## config.mk

```make
export PLATFORM = sky130hd
export DESIGN_NAME = spike_intake
export DESIGN_NICKNAME = d
export VERILOG_FILES = /design/src/rtl/spike_pkg.sv /design/src/rtl/spike_handshake.sv /design/src/rtl/spike_stamp.sv /design/src/rtl/spike_gate.sv /design/src/rtl/spike_fifo.sv /design/src/rtl/spike_intake.sv
export SDC_FILE = /design/constraint.sdc
export NUM_CORES = 2
export LEC_CHECK = 0
export BUFFER_PORTS_ARGS = -buffer_cell sky130_fd_sc_hd__buf_2
export CORE_MARGIN = 3
export CORE_UTILIZATION = 57
export CTS_BUF_LIST = sky130_fd_sc_hd__clkbuf_16
export CTS_CLUSTER_DIAMETER = 120
export CTS_CLUSTER_SIZE = 10
export DETAILED_ROUTE_END_ITERATION = 8
export PLACE_DENSITY = 0.75
export RECOVER_POWER = 100
export SYNTH_ARGS = -nofsm -noshare
export SYNTH_HDL_FRONTEND = slang
export SYNTH_SLANG_ARGS = --single-unit
export TNS_END_PERCENT = 100
```

## constraint.sdc

```tcl
create_clock -name clk -period 4.12 [get_ports clk]
set_input_delay 0 -clock clk [delete_from_list [all_inputs] [get_ports clk]]
set_output_delay 0 -clock clk [all_outputs]
set_load 0.01 [all_outputs]
```

## src/rtl/spike_pkg.sv

```systemverilog
package spike_pkg;
  typedef enum logic {
    HS_IDLE = 1'b0,
    HS_HOLD = 1'b1
  } hs_state_t;
endpackage

```

## src/rtl/spike_handshake.sv

```systemverilog
module spike_handshake
  import spike_pkg::*;
(
  input  logic clk,
  input  logic rst,
  input  logic req,
  input  logic can_take,
  input  logic block,
  output logic ack,
  output logic accept
);
  hs_state_t state;

  assign accept = (state == HS_IDLE) && req && !block && can_take;
  assign ack    = (state == HS_HOLD);

  always_ff @(posedge clk) begin
    if (rst) begin
      state <= HS_IDLE;
    end else begin
      case (state)
        HS_IDLE: if (accept) state <= HS_HOLD;
        HS_HOLD: if (!req)   state <= HS_IDLE;
        default:             state <= HS_IDLE;
      endcase
    end
  end
endmodule

```

## src/rtl/spike_stamp.sv

```systemverilog
module spike_stamp #(
  parameter int TS_BITS = 8
) (
  input  logic               clk,
  input  logic               rst,
  input  logic               start,
  input  logic               tick,
  output logic [TS_BITS-1:0] ts,
  output logic               ts_zero
);
  localparam logic [TS_BITS-1:0] TS_MAX = {TS_BITS{1'b1}};
  logic [TS_BITS-1:0] ts_next;

  always_comb begin
    ts_next = ts;
    if (start)                        ts_next = TS_MAX;
    else if (tick && (ts != '0))      ts_next = ts - 1'b1;
  end

  always_ff @(posedge clk) begin
    if (rst) begin
      ts      <= '0;
      ts_zero <= 1'b1;
    end else begin
      ts      <= ts_next;
      ts_zero <= (ts_next == '0);
    end
  end
endmodule

```

## src/rtl/spike_gate.sv

```systemverilog
module spike_gate #(
  parameter int PIX_BITS = 10
) (
  input  logic                clk,
  input  logic                rst,
  input  logic                clear,
  input  logic [PIX_BITS-1:0] pix,
  input  logic                mark,
  output logic                seen
);
  localparam int NPIX = 1 << PIX_BITS;
  logic [NPIX-1:0] bitmap;

  assign seen = bitmap[pix];

  always_ff @(posedge clk) begin
    if (rst || clear) bitmap <= '0;
    else if (mark)    bitmap[pix] <= 1'b1;
  end
endmodule

```

## src/rtl/spike_fifo.sv

```systemverilog
module spike_fifo #(
  parameter int WIDTH = 19,
  parameter int DEPTH = 32
) (
  input  logic                       clk,
  input  logic                       rst,
  input  logic                       push,
  input  logic [WIDTH-1:0]           din,
  input  logic                       pop,
  output logic [WIDTH-1:0]           dout,
  output logic [$clog2(DEPTH+1)-1:0] count
);
  localparam int PTR_W = (DEPTH > 1) ? $clog2(DEPTH) : 1;
  localparam logic [PTR_W-1:0] LAST = PTR_W'(DEPTH - 1);

  logic [WIDTH-1:0] mem [DEPTH];
  logic [PTR_W-1:0] wr_ptr, rd_ptr;
  logic             pop_ok;

  assign pop_ok = pop && (count != '0);
  assign dout   = mem[rd_ptr];

  always_ff @(posedge clk) begin
    if (push) mem[wr_ptr] <= din;
  end

  always_ff @(posedge clk) begin
    if (rst) begin
      wr_ptr <= '0;
      rd_ptr <= '0;
      count  <= '0;
    end else begin
      if (push)   wr_ptr <= (wr_ptr == LAST) ? '0 : wr_ptr + 1'b1;
      if (pop_ok) rd_ptr <= (rd_ptr == LAST) ? '0 : rd_ptr + 1'b1;
      case ({push, pop_ok})
        2'b10:   count <= count + 1'b1;
        2'b01:   count <= count - 1'b1;
        default: count <= count;
      endcase
    end
  end
endmodule

```

## src/rtl/spike_intake.sv

```systemverilog
module spike_intake #(
  parameter int X_BITS  = 5,
  parameter int Y_BITS  = 5,
  parameter int TS_BITS = 8,
  parameter int DEPTH   = 32,
  localparam int PIX_BITS = X_BITS + Y_BITS,
  localparam int ADDR_W   = PIX_BITS + 1,
  localparam int ENTRY_W  = ADDR_W + TS_BITS,
  localparam int CNT_W    = $clog2(DEPTH + 1)
) (
  input  logic               clk,
  input  logic               rst,
  input  logic               ev_req,
  input  logic [ADDR_W-1:0]  ev_addr,
  output logic               ev_ack,
  input  logic               tick,
  input  logic               sample_start,
  input  logic               gate_en,
  input  logic               pop,
  output logic [ENTRY_W-1:0] q_data,
  output logic               q_empty,
  output logic               ts_zero
);
  logic                polarity;
  logic [X_BITS-1:0]   col;
  logic [Y_BITS-1:0]   row;
  logic [PIX_BITS-1:0] pix;
  logic [TS_BITS-1:0]  ts_w;
  logic [CNT_W-1:0]    q_count;
  logic                seen_w, drop_w, full_w, can_take_w, accept_w, push_w;
  logic [ENTRY_W-1:0]  entry_w;

  // address decode
  assign polarity = ev_addr[0];
  assign col      = ev_addr[X_BITS:1];
  assign row      = ev_addr[ADDR_W-1:X_BITS+1];
  assign pix      = {row, col};

  assign full_w     = (q_count == CNT_W'(DEPTH));
  assign drop_w     = gate_en && seen_w;
  assign can_take_w = drop_w || !full_w;
  assign push_w     = accept_w && !drop_w;
  assign entry_w    = {ts_w, row, col, polarity};
  assign q_empty    = (q_count == '0);

  spike_handshake u_hs (
    .clk(clk), .rst(rst), .req(ev_req), .can_take(can_take_w),
    .block(sample_start), .ack(ev_ack), .accept(accept_w)
  );

  spike_stamp #(.TS_BITS(TS_BITS)) u_stamp (
    .clk(clk), .rst(rst), .start(sample_start), .tick(tick),
    .ts(ts_w), .ts_zero(ts_zero)
  );

  spike_gate #(.PIX_BITS(PIX_BITS)) u_gate (
    .clk(clk), .rst(rst), .clear(sample_start), .pix(pix),
    .mark(push_w), .seen(seen_w)
  );

  spike_fifo #(.WIDTH(ENTRY_W), .DEPTH(DEPTH)) u_fifo (
    .clk(clk), .rst(rst), .push(push_w), .din(entry_w),
    .pop(pop), .dout(q_data), .count(q_count)
  );
endmodule

```

# After elaboration in Yosys (flattened, before gate mapping)
# Memories as Yosys holds them, arrays and structs flattened. A register that Yosys moved wholly into a read port is not among the register bits.
# Index checks and enable logic that the tools add are counted.
[totals]
register_bits = 1050
ram_bits = 608
out_inout_bits = 22
word_cells = 56
memories = 1
[classes]
n_addsub = 5
magnitude_cmp = 2
n_eq_ne = 5
mux = 16
n_bitwise = 2
reduce_logical = 18
[memory_table]
columns = ["name", "depth", "word_bits", "rd", "rd_clocked_by_memory_dff", "wr", "line", "source"]
rows = [
  ["u_fifo.mem", 32, 19, 1, 1, 1, "spike_fifo.sv:16", "logic [WIDTH-1:0] mem [DEPTH];"],
]
[ops]
columns = ["op", "n"]
rows = [
  ["bitwise OR 1024 bit", 1],
  ["two-way mux 5 bit", 4],
  ["two-way mux 8 bit", 2],
  ["one-hot mux 6 bit (2 select lines)", 1],
  ["< comparator 10 x 11 -> 1 bit (second input constant)", 1],
  ["adder 5 x 1 -> 5 bit (second input constant)", 2],
  ["binary-select mux 1 bit (select 10 bit)", 1],
  ["demux 1 bit (select 10 bit)", 1],
  ["equality test 5 bit (second input constant)", 2],
  [">= comparator 10 x 1 -> 1 bit (second input constant)", 1],
  ["logical AND 1 bit", 8],
  ["zero test 8 bit", 1],
  ["nonzero test 8 bit", 1],
  ["subtractor 8 x 1 -> 8 bit (second input constant)", 1],
  ["adder 6 x 1 -> 6 bit (second input constant)", 1],
  ["equality test 6 bit (second input constant)", 1],
  ["zero test 6 bit", 1],
  ["two-way mux 1 bit", 6],
  ["nonzero test 6 bit", 1],
  ["subtractor 6 x 1 -> 6 bit (second input constant)", 1],
  ["zero test 1 bit", 3],
  ["equality test 2 x 1 -> 1 bit (second input constant)", 1],
  ["equality test 2 bit (second input constant)", 1],
  ["logical OR 1 bit", 2],
  ["3 further kinds", 3],
]

# Longest topological paths before layout
[logic_depth]
depth_word = 8
mapped_depth = 23

# Cells and area by module
# Synthesis repeated with hierarchy kept, for this count alone.
[unflattened]
cells_unflattened = 5737
area_unflattened_um2 = 64599.5
[modules_own_cells]
columns = ["mod", "instances", "cells_per_inst", "area_per_inst_um2"]
rows = [
  ["spike_gate", 1, 4415, 39600.5],
  ["spike_fifo", 1, 1246, 24337.1],
  ["spike_stamp", 1, 65, 565.5],
  ["spike_handshake", 1, 5, 57.6],
  ["spike_intake", 1, 6, 38.8],
]

# Worst setup path before layout
# OpenSTA, ideal clock, no wires.
[synth_path]
kind = "input to register"
startpoint = "in ev_addr[2]"
endpoint = "reg u_fifo.count[5]"
setup_time_ns = 0.070
arrival_ns = 3.998
path_slack_ns = 0.052
path_stages = 23
cell_sequence = "buf_6 -> buf_6 -> buf_2 -> buf_2 -> mux2i_1 -> nor2_1 -> nor4_1 -> o2111ai_1 -> nand4_1 -> o31ai_1 -> o41a_4 -> nor2_4 -> clkbuf_1 -> inv_1 -> ha_1 -> ha_1 -> a21o_1 -> a21oi_1 -> o21bai_1 -> a21oi_1 -> xor2_1 -> or3_1 -> a21oi_1"
[synth_via]
elab_chain_cells = 8
[synth_rtl]
columns = ["element", "line", "source"]
rows = [
  ["start, declared", "spike_intake.sv:14", "input logic [ADDR_W-1:0] ev_addr,"],
  ["binary-select mux 1 bit (select 10 bit) (*)", "spike_gate.sv:14", "assign seen = bitmap[pix];"],
  ["two-way mux 1 bit (implied by the code) (*)", "spike_gate.sv:14", ""],
  ["logical AND 1 bit (*)", "spike_intake.sv:40", "assign drop_w = gate_en && seen_w;"],
  ["logical OR 1 bit", "spike_intake.sv:41", "assign can_take_w = drop_w || !full_w;"],
  ["logical AND 1 bit", "spike_handshake.sv:14", "assign accept = (state == HS_IDLE) && req && !block && can_take;"],
  ["logical AND 1 bit (*)", "spike_intake.sv:42", "assign push_w = accept_w && !drop_w;"],
  ["equality test 2 x 1 -> 1 bit or equality test 2 bit (tied branches)", "spike_fifo.sv:35", "case ({push, pop_ok})"],
  ["one-hot mux 6 bit (2 select lines) or nonzero test 2 bit (tied branches)", "--", ""],
  ["end signal, assigned", "spike_fifo.sv:36", "2'b10: count <= count + 1'b1;"],
  ["end signal, assigned", "spike_fifo.sv:37", "2'b01: count <= count - 1'b1;"],
  ["end signal, assigned", "spike_fifo.sv:38", "default: count <= count;"],
  ["end, declared", "spike_fifo.sv:11", "output logic [$clog2(DEPTH+1)-1:0] count"],
]
# Every way passes the cells marked *; elsewhere a longest branch is shown, timed or not. The select of a mux whose other input is x is not followed.
# A chain may end at the register's enable or synchronous reset.

# Worst setup path in the final report
[layout_path]
startpoint = "in ev_addr[3]"
endpoint = "reg u_fifo.count[5]"
# The elaborated chain is that of the path after synthesis.

==> results summary <==
The signal on the critical path passes through clkbuf_1 -> or4b_2 -> buf_4 -> buf_4 -> o22ai_1 -> nor4_1 -> a31oi_1 -> nand4_1 -> o31ai_1 -> o41a_4 -> nor2_4 -> inv_2 -> ha_4 -> ha_4 -> a21o_1 -> a21oi_2 -> o21bai_1 -> a21oi_1 -> xor2_1 -> or3_1 -> a21oi_2. The last weighted congestion value of the routability-driven placer is 0.917. The area of the mapped netlist is 66,600 um2.

The TritonCTS buffer count is 184. The number of synthesized flops with an enable pin is 608. The worst hold path terminates at u_stamp.ts[6].

The average wire per cell in the routed design came out at 31.9 um. The antenna violation net count after detailed routing came out at 0. The global-route usage over all layers is 32.1%. The post-synthesis cell type count came out at 54. The data arrival time of the critical path came out at 4910 ps. The row count is 124.

The signed area change from the synthesized netlist to the final layout came out at 13.6%. The timing-limited maximum frequency is 238 MHz. The placed instance count came out at 6,031. The count of final hold-check violations is 0.

Summed over all nets, the half-perimeter wirelength after detailed placement is 111 mm. The sum of negative setup slack came out at -82.8 ps. The detailed-router iteration count before antenna repair came out at 6. The nature of the critical path startpoint is a primary input.

The number of port buffers came out at 39. The post-route minimum period is 4200 ps. The root buffer cell is sky130_fd_sc_hd__clkbuf_16. In this run the standard cell core region covers 115,000 um2. Entering global routing, the biggest net connects 241 pins. The floorplan die width came out at 348 um. The via density per instance came out at 7.46. The power after layout came out at 0.0358 W. The count of warnings emitted by yosys is 0.

STA classifies the critical path endpoint as a flip-flop. Hold timing on the final database bottoms out at a slack of 148 ps. The final count of negative-setup-slack endpoints is 1. The final critical path takes up 102% of the cycle. Dividing the synthesized area by the synthesized cell count gives 14.2 um2. Wires add up to 201 mm. The share of synthesized area occupied by flip-flops and latches is 59.1%. The power density normalized to cell area came out at 473 nW/um2. The gate count of the mapped netlist is 4,691.

On the worst path, the slowest cell contributes a delay of 710 ps. The required time of the critical path came out at 4830 ps. The via count of the first global-routing pass came out at 45,000. Synthesis inferred 1,663 register bits. For this run, the post-layout net count is 4,760.

The clock group share of total power is 40.1%. The pre-CTS worst setup slack came out at -517 ps. The worst-path cell with the longest stage delay is sky130_fd_sc_hd__or4b_2. The highest net fanout along the worst path is 14. The total of max-cap violations is 7. For this run, design rule violations remaining after detail routing come to 0. The count of final max-slew check failures came out at 256.

Summed over all layers, the global routing overflow is 0. The endpoint identified for the worst register-to-register timing path is u_fifo.count[5]. The filler cells instantiated in the layout total 8,087. For this run, the leading register cell type out of synthesis is sky130_fd_sc_hd__dfxtp_1. The longest clock path from root to sink contains 3 buffers. The die footprint came out at 121,000 um2. Summed over all cells, the static leakage comes to 25.6 nW. The depth of the worst register-to-register path came out at 18. The starting utilization of the core area is 57.9%.

The worst clock skew is 36.7 ps. The depth of the CTS H-tree is 4. Clock latency on the worst-skew pair, taken at its later pin, is 800 ps. The run finished, with violations left. The boundary pin count is 40. The internal portion of the total power is 0.0269 W.

The path class of the tightest hold or removal check is primary input to flip-flop. The flop-to-flop setup slack is -10 ps. The vertical die dimension came out at 348 um.

The clock-pin slew of the registers on the worst-case setup and hold paths came out at 60 ps. The final worst-path setup slack is -82.8 ps. The wire length of the first global-routing pass is 293 mm. In this run switching power makes up 24.7% of total power. The ratio of cells with drive above 1 in the final layout is 19.8%. The share of async-settable or async-resettable flops after synthesis came out at 0%.

The combinational share of power came out at 11.6%. The source of the worst hold timing path is sample_start. Setup repair after global routing could not meet its margin everywhere. The worst setup path is of the primary input to flip-flop kind. For this design, the sink count on the clock tree is 1,663. The transition time of the tightest slew-check pin came out at 1720 ps. TritonCTS built the clock tree. The worst register-to-register path begins at u_gate.bitmap[91]. The initial antenna violation count is 4. The number of DRC markers after the initial detailed-route iteration is 6,964. The relative max-transition margin is -14.8%. The fraction of power consumed by sequential logic is 48.3%.

The final cell count without fillers came out at 6,297. The switching power total is 0.00885 W. The post-synth net total is 4,724.

The checks that failed: max-capacitance violations, max-slew violations, negative setup slack. Counting instances, the worst hold path has a depth of 4. The maximum vdd drop came out at 423 uV. Summing over every cut layer, the via total after detailed routing is 47,000.
==> placed cells by master, fill, tap and decap left out, types with 32 or more instances in the layout <==
| master | synthesis | layout |
|---|---|---|
| sky130_fd_sc_hd__buf_4 | 20 | 269 |
| sky130_fd_sc_hd__inv_1 | 13 | 56 |
| sky130_fd_sc_hd__a32o_1 | 1024 | 1024 |
| sky130_fd_sc_hd__dfxtp_1 | 1055 | 1048 |
| sky130_fd_sc_hd__nor2_2 | 0 | 33 |
| sky130_fd_sc_hd__mux4_2 | 190 | 190 |
| sky130_fd_sc_hd__clkbuf_1 | 369 | 32 |
| sky130_fd_sc_hd__mux2i_1 | 513 | 504 |
| sky130_fd_sc_hd__clkbuf_16 | 0 | 186 |
| sky130_fd_sc_hd__edfxtp_1 | 608 | 608 |
| sky130_fd_sc_hd__buf_12 | 7 | 102 |
| sky130_fd_sc_hd__nor4_1 | 68 | 59 |
| sky130_fd_sc_hd__o22ai_1 | 200 | 196 |
| sky130_fd_sc_hd__and3_1 | 36 | 36 |
| sky130_fd_sc_hd__nor2_1 | 133 | 71 |
==> through the flow <==
| step | utilization, % | cell area (um2) |
|---|---|---|
| CTS | 65.7 | 75600 |
| finish | 65.7 | 75700 |
| global route | 65.7 | 75700 |
| floorplan | - | 66600 |
| global placement | 61.0 | 70200 |
| detailed placement | 61.0 | 70200 |
==> synth_stat cells, types with 2 or more instances <==
| library cell | number | area [um2] |
|---|---|---|
| sky130_fd_sc_hd__o31ai_1 | 6 | 45.0 |
| sky130_fd_sc_hd__or4_1 | 2 | 15.0 |
| sky130_fd_sc_hd__and3b_1 | 2 | 17.5 |
| sky130_fd_sc_hd__o22a_1 | 24 | 210 |
| sky130_fd_sc_hd__xor2_1 | 7 | 61.3 |
| sky130_fd_sc_hd__edfxtp_1 | 608 | 18300 |
| sky130_fd_sc_hd__buf_1 | 13 | 48.8 |
| sky130_fd_sc_hd__a21oi_1 | 21 | 105 |
| sky130_fd_sc_hd__buf_2 | 120 | 601 |
| sky130_fd_sc_hd__o2111ai_1 | 24 | 210 |
| sky130_fd_sc_hd__inv_1 | 13 | 48.8 |
| sky130_fd_sc_hd__xnor2_1 | 6 | 52.6 |
| sky130_fd_sc_hd__buf_12 | 7 | 140 |
| sky130_fd_sc_hd__buf_6 | 79 | 890 |
| sky130_fd_sc_hd__ha_1 | 14 | 175 |
| sky130_fd_sc_hd__mux2_2 | 19 | 214 |
| sky130_fd_sc_hd__mux2i_1 | 513 | 5130 |
| sky130_fd_sc_hd__nor3b_1 | 5 | 37.5 |
| sky130_fd_sc_hd__nand2b_1 | 4 | 25.0 |
| sky130_fd_sc_hd__and3_1 | 36 | 225 |
| sky130_fd_sc_hd__nand4b_2 | 2 | 30.0 |
| sky130_fd_sc_hd__a32o_1 | 1024 | 10200 |
| sky130_fd_sc_hd__mux4_2 | 190 | 4280 |
| sky130_fd_sc_hd__nor2_1 | 133 | 499 |
| sky130_fd_sc_hd__nor3_1 | 12 | 60.1 |
| sky130_fd_sc_hd__a31oi_1 | 7 | 43.8 |
| sky130_fd_sc_hd__nor4_1 | 68 | 425 |
| sky130_fd_sc_hd__o22ai_1 | 200 | 1250 |
| sky130_fd_sc_hd__or3b_2 | 4 | 35.0 |
| sky130_fd_sc_hd__clkbuf_1 | 369 | 1390 |
| sky130_fd_sc_hd__nand4bb_1 | 6 | 67.6 |
| sky130_fd_sc_hd__o21bai_1 | 2 | 15.0 |
| sky130_fd_sc_hd__buf_4 | 20 | 150 |
| sky130_fd_sc_hd__or4b_1 | 4 | 40.0 |
| sky130_fd_sc_hd__nand3_1 | 13 | 65.1 |
| sky130_fd_sc_hd__nand2_1 | 18 | 67.6 |
| sky130_fd_sc_hd__nand3b_1 | 7 | 52.6 |
| sky130_fd_sc_hd__nand4_1 | 6 | 37.5 |
| sky130_fd_sc_hd__nand4b_1 | 2 | 17.5 |
| sky130_fd_sc_hd__or3_1 | 4 | 25.0 |
| sky130_fd_sc_hd__o21ai_0 | 10 | 50.1 |
| sky130_fd_sc_hd__dfxtp_1 | 1055 | 21100 |
==> per-layer routing <==
metal  vias up  track usage (%)  part of all wire, %
li1      19400                -                    -
met1     23900             41.9                   38
met2      2944             51.2                   47
met3       673             6.26                  9.7
met4         6             16.8                  5.6
met5         -                0                0.017
==> worst max-delay path: cells and delay by family <==
kind / cells / cell delay [ps]
compound gates: 9 / 1850
xor+xnor: 1 / 120
fa+ha+maj: 2 / 360
buf+inv: 4 / 1090
simple gates: 5 / 1470
==> timing repair <==
item / 4_1_cts / 5_1_grt
endpoints found under the hold margin: 263 / 0
resized for setup: 21 / 33
hold buffers: 18 / 0
endpoints found under the setup margin: 378 / 368
buffers inserted: 5 / 0
pin swaps: 19 / 23
==> power by group through the flow <==
stage | Clock [W] | Sequential [W] | Combinational, W
after floorplan | 0 | 0.0175 | 0.00282
after global placement | 0 | 0.0176 | 0.00386
after detailed placement | 0 | 0.0176 | 0.00393
after CTS | 0.0144 | 0.0173 | 0.00405
after global routing | 0.0151 | 0.0173 | 0.00434
final | 0.0144 | 0.0173 | 0.00416
==> logic make-up after synthesis <==
logic type                 Yosys count  synth area share [%]
muxes                              722                  14.5
buffers and inverters              621                  4.90
and+or+nand+nor                    333                  2.69
adders and majority gates           15                 0.293
xor gates and xnor gates            13                 0.171
DFF                               1663                  59.1
AOI/OAI and AO/OA                 1324                  18.4
==> state kept, by name, summed over array words and instances (netlist names), named ones only <==
signal and count:
u_fifo.count 6, u_fifo.mem 608, u_fifo.rd_ptr 5, u_fifo.wr_ptr 5, u_gate.bitmap 1024, u_hs.ack 1, u_stamp.ts 8, u_stamp.ts_zero 1
==> how the worst max path moves through the flow <==
stage,start,end,slack [ps],depth (start not counted)
global route,u_gate.bitmap[579],u_fifo.count[5],-140,19
global placement,ev_addr[2],u_fifo.count[5],-580,21
detailed placement,ev_addr[4],u_fifo.count[5],-520,22
finish,ev_addr[3],u_fifo.count[5],-80,21
CTS,u_gate.bitmap[311],u_fifo.count[5],10,18
floorplan,ev_addr[2],u_fifo.count[5],50,23
==> layout make-up <==
cell class / instances / area, um2 / share of cell area, %
Tap cell: 1512 / 1890 / 2.50
Inverter: 13 / 48.8 / 0.0645
Clock buffer: 186 / 4650 / 6.15
Timing Repair Buffer: 458 / 4660 / 6.16
Multi-Input combinational cell: 2407 / 24700 / 32.6
Clock inverter: 57 / 384 / 0.507
Sequential cell: 1663 / 39400 / 52.0
Antenna cell: 1 / 2.50 / 0.00331
Note: power is estimated with default switching activity, not from simulation.
